**src/rtl/pscan_pkg.sv**
```systemverilog
`timescale 1ns/1ps
package pscan_pkg;
  localparam int unsigned PIX_W    = 8;
  localparam int unsigned NPLANES  = 4;
  localparam int unsigned ADDR_W   = 16;
  localparam int unsigned ROW_STEP = 80;

  typedef struct packed {
    logic frame;
    logic line;
    logic pix;
  } strobe_t;
endpackage

```
**src/rtl/pscan_addr_gen.sv**
```systemverilog
`timescale 1ns/1ps
module pscan_addr_gen #(
  parameter int unsigned ADDR_W   = 16,
  parameter int unsigned ROW_STEP = 80,
  parameter int unsigned NPLANES  = 4
) (
  input  logic              clk,
  input  logic              rst_n,
  input  logic              frame_i,
  input  logic              line_i,
  input  logic              step_i,
  input  logic [ADDR_W-1:0] start_i,
  input  logic              chain_i,
  output logic [ADDR_W-1:0] rd_addr_o
);
  localparam int unsigned SHIFT = $clog2(NPLANES);
  localparam logic [ADDR_W-1:0] STEP_A = ADDR_W'(ROW_STEP);
  localparam logic [ADDR_W-1:0] LOW_MASK = ADDR_W'((1 << SHIFT) - 1);

  logic [ADDR_W-1:0] base_q, base_d;
  logic [ADDR_W-1:0] scan_q, scan_d;
  logic              chain_q, chain_d;
  logic              upd_en;

  assign upd_en = frame_i | line_i | step_i;

  always_comb begin
    base_d  = base_q;
    scan_d  = scan_q;
    chain_d = chain_q;
    if (frame_i) begin
      base_d  = start_i;
      scan_d  = start_i;
      chain_d = chain_i;
    end else if (line_i) begin
      base_d = base_q + STEP_A;
      scan_d = base_q + STEP_A;
    end else if (step_i) begin
      scan_d = scan_q + 1'b1;
    end
  end

  always_ff @(posedge clk or negedge rst_n) begin
    if (!rst_n) begin
      base_q  <= '0;
      scan_q  <= '0;
      chain_q <= 1'b0;
    end else if (upd_en) begin
      base_q  <= base_d;
      scan_q  <= scan_d;
      chain_q <= chain_d;
    end
  end

  generate
    if (SHIFT == 0) begin : g_flat
      assign rd_addr_o = scan_q;
    end else begin : g_shift
      assign rd_addr_o = chain_q ? (scan_q << SHIFT) : scan_q;
    end
  endgenerate


  scan_hold_chk: assert property (@(posedge clk) disable iff (!rst_n)
    (!frame_i && !line_i && !step_i) |=> $stable(scan_q));


  row_step_chk: assert property (@(posedge clk) disable iff (!rst_n)
    (line_i && !frame_i) |=> (scan_q == ADDR_W'($past(base_q) + STEP_A)));


  chain_align_chk: assert property (@(posedge clk) disable iff (!rst_n)
    chain_q |-> ((rd_addr_o & LOW_MASK) == '0));


  frame_load_chk: assert property (@(posedge clk) disable iff (!rst_n)
    frame_i |=> (base_q == $past(start_i)));
endmodule

```
**src/rtl/pscan_plane_ser.sv**
```systemverilog
`timescale 1ns/1ps
module pscan_plane_ser #(
  parameter int unsigned PIX_W   = 8,
  parameter int unsigned NPLANES = 4
) (
  input  logic                       clk,
  input  logic                       rst_n,
  input  logic                       restart_i,
  input  logic                       pix_en_i,
  input  logic [NPLANES*PIX_W-1:0]   rd_data_i,
  output logic                       step_o,
  output logic [PIX_W-1:0]           pix_o,
  output logic                       vld_o
);
  localparam int unsigned PH_W = (NPLANES > 1) ? $clog2(NPLANES) : 1;
  localparam logic [PH_W-1:0] LAST = PH_W'(NPLANES - 1);

  logic [NPLANES*PIX_W-1:0] hold_q, hold_d;
  logic [PH_W-1:0]          phase_q, phase_d;
  logic [PIX_W-1:0]         pix_q, pix_d;
  logic                     vld_q;
  logic                     take;
  logic                     first;
  logic [PIX_W-1:0]         lane [NPLANES];

  genvar g;
  generate
    for (g = 0; g < NPLANES; g++) begin : g_lane
      assign lane[g] = hold_q[g*PIX_W +: PIX_W];
    end
  endgenerate

  assign take   = pix_en_i & ~restart_i;
  assign first  = (phase_q == '0);
  assign step_o = take & (phase_q == LAST);

  always_comb begin
    phase_d = phase_q;
    hold_d  = hold_q;
    pix_d   = pix_q;
    if (restart_i) begin
      phase_d = '0;
    end else if (take) begin
      phase_d = (phase_q == LAST) ? '0 : phase_q + 1'b1;
      if (first) begin
        hold_d = rd_data_i;
        pix_d  = rd_data_i[PIX_W-1:0];
      end else begin
        pix_d  = lane[phase_q];
      end
    end
  end

  always_ff @(posedge clk or negedge rst_n) begin
    if (!rst_n) begin
      phase_q <= '0;
      hold_q  <= '0;
      pix_q   <= '0;
      vld_q   <= 1'b0;
    end else begin
      vld_q <= take;
      if (restart_i | take) begin
        phase_q <= phase_d;
        hold_q  <= hold_d;
        pix_q   <= pix_d;
      end
    end
  end

  assign pix_o = pix_q;
  assign vld_o = vld_q;


  vld_src_chk: assert property (@(posedge clk) disable iff (!rst_n)
    vld_o |-> ($past(pix_en_i) && !$past(restart_i)));


  phase_zero_chk: assert property (@(posedge clk) disable iff (!rst_n)
    restart_i |=> (phase_q == '0));
endmodule

```
**src/rtl/planar_scanout.sv**
```systemverilog
`timescale 1ns/1ps
module planar_scanout
  import pscan_pkg::*;
(
  input  logic                      clk,
  input  logic                      rst_n,
  input  logic [ADDR_W-1:0]         start_addr,
  input  logic                      chain_mode,
  input  logic                      frame_start,
  input  logic                      line_start,
  input  logic                      pix_en,
  output logic [ADDR_W-1:0]         rd_addr,
  input  logic [NPLANES*PIX_W-1:0]  rd_data,
  output logic [PIX_W-1:0]          pix,
  output logic                      pix_valid
);
  logic [1:0] rst_sync_q;
  logic       rst_core_n;
  strobe_t    st;
  logic       step;

  always_ff @(posedge clk or negedge rst_n) begin
    if (!rst_n) rst_sync_q <= 2'b00;
    else        rst_sync_q <= {rst_sync_q[0], 1'b1};
  end
  assign rst_core_n = rst_sync_q[1];

  assign st = '{frame: frame_start, line: line_start, pix: pix_en};

  pscan_addr_gen #(
    .ADDR_W  (ADDR_W),
    .ROW_STEP(ROW_STEP),
    .NPLANES (NPLANES)
  ) u_addr (
    .clk      (clk),
    .rst_n    (rst_core_n),
    .frame_i  (st.frame),
    .line_i   (st.line),
    .step_i   (step),
    .start_i  (start_addr),
    .chain_i  (chain_mode),
    .rd_addr_o(rd_addr)
  );

  pscan_plane_ser #(
    .PIX_W  (PIX_W),
    .NPLANES(NPLANES)
  ) u_ser (
    .clk      (clk),
    .rst_n    (rst_core_n),
    .restart_i(st.frame | st.line),
    .pix_en_i (st.pix),
    .rd_data_i(rd_data),
    .step_o   (step),
    .pix_o    (pix),
    .vld_o    (pix_valid)
  );


  reset_quiet_chk: assert property (@(posedge clk)
    !rst_core_n |-> (!pix_valid && rd_addr == '0));
endmodule

```
**config.mk**
```make
export PLATFORM = sky130hd
export DESIGN_NAME = planar_scanout
export DESIGN_NICKNAME = d
export VERILOG_FILES = /design/src/rtl/pscan_pkg.sv /design/src/rtl/pscan_addr_gen.sv /design/src/rtl/pscan_plane_ser.sv /design/src/rtl/planar_scanout.sv
export SDC_FILE = /design/constraint.sdc
export NUM_CORES = 1
export LEC_CHECK = 0
export BUFFER_PORTS_ARGS = -buffer_cell sky130_fd_sc_hd__clkbuf_2
export CAP_MARGIN = 20
export CORE_MARGIN = 3
export CORE_UTILIZATION = 60
export CTS_CLUSTER_SIZE = 28
export DETAILED_ROUTE_END_ITERATION = 16
export PLACE_DENSITY = 0.83
export SYNTH_ARGS = -nofsm -noshare
export SYNTH_HDL_FRONTEND = slang
export SYNTH_SLANG_ARGS = --single-unit
```
**constraint.sdc**
```tcl
create_clock -name clk -period 5.5 [get_ports clk]
set_input_delay 0 -clock clk [delete_from_list [all_inputs] [get_ports clk]]
set_output_delay 0 -clock clk [all_outputs]
set_load 0.005 [all_outputs]
```
---- Yosys cells after proc, flatten, opt, wreduce, memory -nomap -nowiden ----
Index checks and enable logic that the tools add are counted.
word-level totals
  flip-flop bits (word level) ............. 78
  latch bits .............................. 0
  RAM bits ................................ 0
  ROM bits ................................ 0
  input port bits ......................... 54
  word-level logic and storage cells ...... 43
  memories kept ........................... 0
operators by class
  $add $sub $neg .......................... 3
  multiply operators ...................... 0
  div/mod/pow operators ................... 0
  order comparisons ....................... 1
  equality and inequality tests ........... 1
  shifts and indexed selects .............. 0
  muxes and demuxes ....................... 13
  bitwise logic cells ..................... 7
  reduce and logical (&&, ||, !) cells .... 10
operators by type and width
  cell                                                              number
  16-bit 2-to-1 mux                                                 6
  8-bit 2-to-1 mux                                                  3
  16-bit by 1-bit adder with 16-bit output (second input constant)  1
  16-bit by 7-bit adder with 16-bit output (second input constant)  1
  8-bit binary-select mux with 2-bit select                         1
  2-bit AND reduction                                               4
  2-bit 2-to-1 mux                                                  3
  4-bit AND reduction                                               1
  2-bit nonzero test                                                2
  3-bit >= comparator (second input constant)                       1
  2-bit inverter with 3-bit output                                  1
  1-bit bitwise OR                                                  3
  3-bit AND reduction                                               1
  3-bit nonzero test                                                1
  2-bit by 1-bit adder with 2-bit output (second input constant)    1
  1-bit AND                                                         2
  2-bit equality test (second input constant)                       1
  2-bit logical NOT                                                 1
  1-bit inverter                                                    1

---- Logic depth before layout (Yosys ltp) ----
  depth after elaboration ................. 7
  depth in mapped cells ................... 8

---- Cells and area by module ----
From an unflattened synthesis, not the netlist that was laid out.
second synthesis, totals
  cells, all modules ...................... 370
  area total of the unflattened synthesis .. 4187.8 um^2
by module, submodules not included
  module           times used  cells an instance  area an instance (um^2)  seq. area each (um^2)
  pscan_addr_gen   1           239                2089.5                   825.8
  pscan_plane_ser  1           127                2038.2                   1076.0
  planar_scanout   1           4                  60.1                     50.0

---- Worst setup path before layout ----
OpenSTA, ideal clock, no wires.
  path kind ............................... register to register
  start point ............................. reg u_ser.phase_q[1]
  end point ............................... reg u_ser.hold_q[0]
  library setup time ...................... 125 ps
  arrival ................................. 1888 ps
  data required time ...................... 5375 ps
  setup slack ............................. 3487 ps
  cell stages (with the launch flop) ...... 9
  buffers on the path ..................... 4
  clock period less this slack ............ 2013 ps
  path through ............................ dfrtp_1 -> clkbuf_1 -> inv_1 -> ha_1 -> buf_2 -> and3_1 -> clkbuf_1 -> buf_2 -> mux2_2
on the way
  word-level cells in the longest chain between the ends .. 2
RTL lines
  what                                  RTL line               source
  start, declared                       pscan_plane_ser.sv:19  logic [PH_W-1:0] phase_q, phase_d;
  start signal, assigned                pscan_plane_ser.sv:63  phase_q <= phase_d;
  2-bit logical NOT                     pscan_plane_ser.sv:34  assign first = (phase_q == '0);
  4-bit AND reduction (no source line)  --
  end signal, assigned                  pscan_plane_ser.sv:64  hold_q <= hold_d;
  end, declared                         pscan_plane_ser.sv:18  logic [NPLANES*PIX_W-1:0] hold_q, hold_d;
No other way between the ends.
A chain may end at the register's enable or synchronous reset.

---- Final worst setup path ----
  start point ............................. reg u_ser.phase_q[0]
  end point ............................... reg u_ser.hold_q[19]
The elaborated chain is that of the path after synthesis.

==> run summary <==
For this block, the routed nets add up to 11.0 mm of wire. The largest individual stage delay along the critical path comes from the cell sky130_fd_sc_hd__dfrtp_1. Kind of path behind the tightest hold check: in2reg. The largest net degree at the start of global routing is 77, and the detailed router's first-iteration violation count is 245. The post-CTS repair timing setup buffer count came out at 0. The worst path needs 2.40 ns of the cycle, external delays included.

The placer congestion estimate is 0.879. The clock skew after layout is 0.00964 ns. The tools report the sequential-to-total area share from yosys stat as 47.7%.

Placeable core region: 0.00646 sq mm. The tools report the endpoint class of the critical path as a flip-flop. During I/O placement, the number of pins put on the boundary was 79. Timing would allow up to 417 MHz.

Global routing finished with a remaining overflow of 0. Startpoint of the worst-slack reg-to-reg timing path: u_ser.phase_q[0]$_DFFE_PN0P_. The count of input and output buffers is 78, and the deepest clock path buffer count is 2.

The synthesized design contains 0 enable-type register cells. The max-slew violation count was 0. Final hold analysis gives a worst-case slack of 0.00996 ns. The tools report the via count of the first global-routing pass as 3,557. The clock-pin slew on the worst setup and hold paths works out to 0.09 ns. The start-to-end type of the worst setup path is reg2reg. The worst voltage drop across the vdd grid was 211 uV.

Final-report hold violation count: 0. The fraction of final layout cells sized beyond drive strength 1 was 32.0%; the path depth of the worst reg2reg path was 5. The endpoint of the worst register-to-register path is u_ser.hold_q[19]$_DFFE_PN0P_. TritonCTS built the clock tree.

The static leakage was 2.33 nW. The via-per-instance ratio is 6.18. The average wire length per cell after detail routing was 19.2 microns; the fraction of met1 tracks used by global routing was 35.1%.

The run gives 6 as the number of iterations in the first detailed-routing pass. Final layout net count: 547. The repair_antennas step left the layout with diodes totalling 0.

The synthesized netlist cell count was 379. The floorplan step set the die width to 88.6 microns. The number of endpoints failing setup at the final stage was 0; the cell count along the critical path was 5. The tree is rooted in a sky130_fd_sc_hd__clkbuf_8. Counting distinct cell types in the post-synthesis netlist gives 51. The logs give 5.74 ns for the data required time at the worst endpoint and 29 for the cell row count. Across every metal layer, demand over resource in global routing totals 29.6%.

Of all flip-flops after synthesis, the portion carrying an async set or reset was 100%. For this design, the sink count on the clock tree is 78. Setup repair after global routing left no endpoint under its margin. Relative to the synthesized area, the layout overhead comes to 25.1%. Walking the worst path, the cells encountered are inv_1, ha_1, and3_1, buf_4, mux2_2. The synthesized netlist occupies a cell area of 0.00409 sq mm. Of all nets on the critical path, the largest fanout is 32. The headroom to the max-slew limit is 37.3%, and the power per cell area is 294 mW/mm^2.

The clock reaches the later pin of the worst-skew pair after 0.35 ns. In this run, synthesis produced a sequential element count of 78. The starting density of the core was 63.3%; the net count after synthesis was 437.

Detailed placement ended at an HPWL of 6.77 mm. The worst setup path is launched from a flip-flop. The run gives 3,528 as the via total after detailed routing. From bottom edge to top edge, the die measures 88.6 microns. The critical path contains buffers and inverters numbering 2 combined.

For this run, the slowest stage of the critical path takes 0.62 ns. In this design, the largest share of critical-path delay is due to flip-flops. The initial antenna violation count was 0.

The share of the clock period used by the worst path works out to 43.6%. The layer flagged by global routing as most heavily used is met2. The tools report the slack of the worst reg-to-reg path as 3.10 ns. A synthesized cell averages 10.8 sq um. The most frequently used flop master after synthesis is sky130_fd_sc_hd__dfrtp_1.

For the total die area, the log shows 0.00784 sq mm. The tools report the startpoint of the most critical setup path as u_ser.phase_q[0]$_DFFE_PN0P_. In this run, CTS created clock tree buffers numbering 9. The residual antenna-violating net count after detailed routing is 0, and the number of max-cap violations is 0. In this run the number of H-tree levels came out at 3. The run gives 49.6% as the met2 global-route usage.

The run finished with clean final reports. The capture point of the worst path is u_ser.hold_q[19]$_DFFE_PN0P_. Slew at the pin with the worst max-slew slack: 0.939 ns. The logs give 6.33% for the met3 capacity usage during global routing and 17.3 mm for the global-route wire length before repair.

After detailed routing, the number of remaining DRC violations is 0. The count of warnings emitted by yosys was 0; the data arrival time at the worst-slack endpoint was 2.64 ns. The sum of negative setup slack came out at 0 ns.
what timing repair did:
| action | in CTS | in global routing |
|---|---|---|
| hold endpoints to repair | 56 | 0 |
| resized for setup | 0 | 0 |
| endpoints found under the setup margin | 0 | 0 |
| hold buffers | 45 | 0 |
kinds of logic (layout without fill, tap and decap cells):
| family | after synthesis | in the layout | synth area share [%] |
|---|---|---|---|
| other | 1 | 1 | 0.0917 |
| muxes | 62 | 62 | 19.0 |
| buffers and inverters | 36 | 151 | 3.64 |
| AOI/OAI and AO/OA | 85 | 85 | 14.0 |
| xor gates and xnor gates | 10 | 10 | 2.14 |
| and+or+nand+nor | 103 | 103 | 12.2 |
| DFF | 78 | 78 | 47.7 |
| adders and majority gates | 4 | 4 | 1.22 |
worst reg2reg max path, cell delays in order, from the launching register on:
cell,delay [ns]
sky130_fd_sc_hd__dfrtp_1,0.62
sky130_fd_sc_hd__inv_1,0.15
sky130_fd_sc_hd__ha_1,0.50
sky130_fd_sc_hd__and3_1,0.24
sky130_fd_sc_hd__buf_4,0.36
sky130_fd_sc_hd__mux2_2,0.41
stage by stage:
| step | util, % | instance area (sq um) | std cells | worst slack (ns) | power (mW) |
|---|---|---|---|---|---|
| 2_1_floorplan | - | 4090 | 379 | 3.17 | 0.958 |
| 4_1_cts | 79.2 | 5110 | 571 | 3.10 | 1.49 |
| 6_report | 79.2 | 5110 | 571 | 3.10 | 1.50 |
| 5_1_grt | 79.2 | 5110 | 571 | 2.94 | 1.58 |
| 3_3_place_gp | 69.4 | 4480 | 510 | 3.18 | 1.05 |
| 3_5_place_dp | 69.4 | 4480 | 510 | 3.10 | 1.07 |
cell usage after synthesis, types with 8 or more instances:
| cell | instances | share of area, % |
|---|---|---|
| sky130_fd_sc_hd__mux4_2 | 8 | 4.4 |
| sky130_fd_sc_hd__buf_2 | 11 | 1.3 |
| sky130_fd_sc_hd__nand4_1 | 9 | 1.4 |
| sky130_fd_sc_hd__mux2_2 | 45 | 12 |
| sky130_fd_sc_hd__nand3_1 | 11 | 1.3 |
| sky130_fd_sc_hd__nand2_1 | 34 | 3.1 |
| sky130_fd_sc_hd__o21ai_0 | 16 | 2.0 |
| sky130_fd_sc_hd__a21oi_1 | 22 | 2.7 |
| sky130_fd_sc_hd__nor2_1 | 24 | 2.2 |
| sky130_fd_sc_hd__dfrtp_1 | 78 | 48 |
| sky130_fd_sc_hd__mux2i_1 | 9 | 2.2 |
| sky130_fd_sc_hd__inv_1 | 9 | 0.83 |
| sky130_fd_sc_hd__clkbuf_1 | 13 | 1.2 |
worst min-delay path by stage:
stage,start,endpoint,slack [ns],cells after the start
after floorplan,rst_n,rst_sync_q[0]$_DFF_PN0_,-0.30,0
after global placement,rst_n,rst_sync_q[0]$_DFF_PN0_,-0.21,1
after detailed placement,rst_n,rst_sync_q[0]$_DFF_PN0_,-0.21,1
after CTS,start_addr[9],u_addr.base_q[9]$_DFFE_PN0P_,0.001,4
after global routing,pix_en,u_ser.phase_q[0]$_DFFE_PN0P_,0.02,3
final,pix_en,u_ser.phase_q[0]$_DFFE_PN0P_,0.01,3
routing by layer:
layer | wire length (microns) | part of all wire [%]
met4 | 435 | 4.0
met1 | 4220 | 39
met3 | 752 | 6.9
met2 | 5540 | 51
met5 | 0 | 0
placed cells by master, fill, tap and decap left out, types with 3 or more instances in the layout:
| cell | instances |
|---|---|
| sky130_fd_sc_hd__dfrtp_1 | 77 |
| sky130_fd_sc_hd__mux4_2 | 8 |
| sky130_fd_sc_hd__clkbuf_2 | 78 |
| sky130_fd_sc_hd__a21oi_1 | 22 |
| sky130_fd_sc_hd__buf_4 | 3 |
| sky130_fd_sc_hd__and3_1 | 3 |
| sky130_fd_sc_hd__nor2_1 | 24 |
| sky130_fd_sc_hd__a31o_2 | 3 |
| sky130_fd_sc_hd__clkinvlp_4 | 3 |
| sky130_fd_sc_hd__nand4_1 | 9 |
| sky130_fd_sc_hd__nor3_1 | 4 |
| sky130_fd_sc_hd__nor2b_1 | 5 |
| sky130_fd_sc_hd__a2bb2oi_1 | 3 |
| sky130_fd_sc_hd__inv_1 | 9 |
| sky130_fd_sc_hd__xor2_1 | 4 |
| sky130_fd_sc_hd__mux2i_1 | 9 |
| sky130_fd_sc_hd__dlygate4sd3_1 | 45 |
| sky130_fd_sc_hd__a31oi_1 | 6 |
| sky130_fd_sc_hd__nand3_1 | 11 |
| sky130_fd_sc_hd__ha_1 | 4 |
| sky130_fd_sc_hd__a21o_1 | 7 |
| sky130_fd_sc_hd__o21ai_0 | 16 |
| sky130_fd_sc_hd__xnor2_1 | 6 |
| sky130_fd_sc_hd__clkbuf_8 | 9 |
| sky130_fd_sc_hd__o211ai_1 | 3 |
| sky130_fd_sc_hd__nand2_1 | 34 |
| sky130_fd_sc_hd__mux2_2 | 45 |
state kept, by name (all words and copies together) (netlist names):
| name | cells |
|---|---|
| u_ser.hold_q | 32 |
| u_addr.base_q | 16 |
| u_addr.scan_q | 16 |
| u_ser.pix_o | 8 |
| rst_sync_q | 2 |
| u_ser.phase_q | 2 |
| u_addr.chain_q | 1 |
| u_ser.vld_o | 1 |
power by group:
group	switching (mW)	total (mW)	internal [mW]
Clock	0.232	0.400	0.168
Combinational	0.147	0.336	0.188
Sequential	0.0987	0.767	0.668
final cells by class:
cell class	instances	area, sq um
inverter	9	33.8
multi-input combinational	265	1990
timing repair buffer	126	863
sequential	78	1950
fill	397	1340
tap	77	96.3
clock inverter	7	56.3
clock buffer	9	124
(Power assumes the default switching activity.)
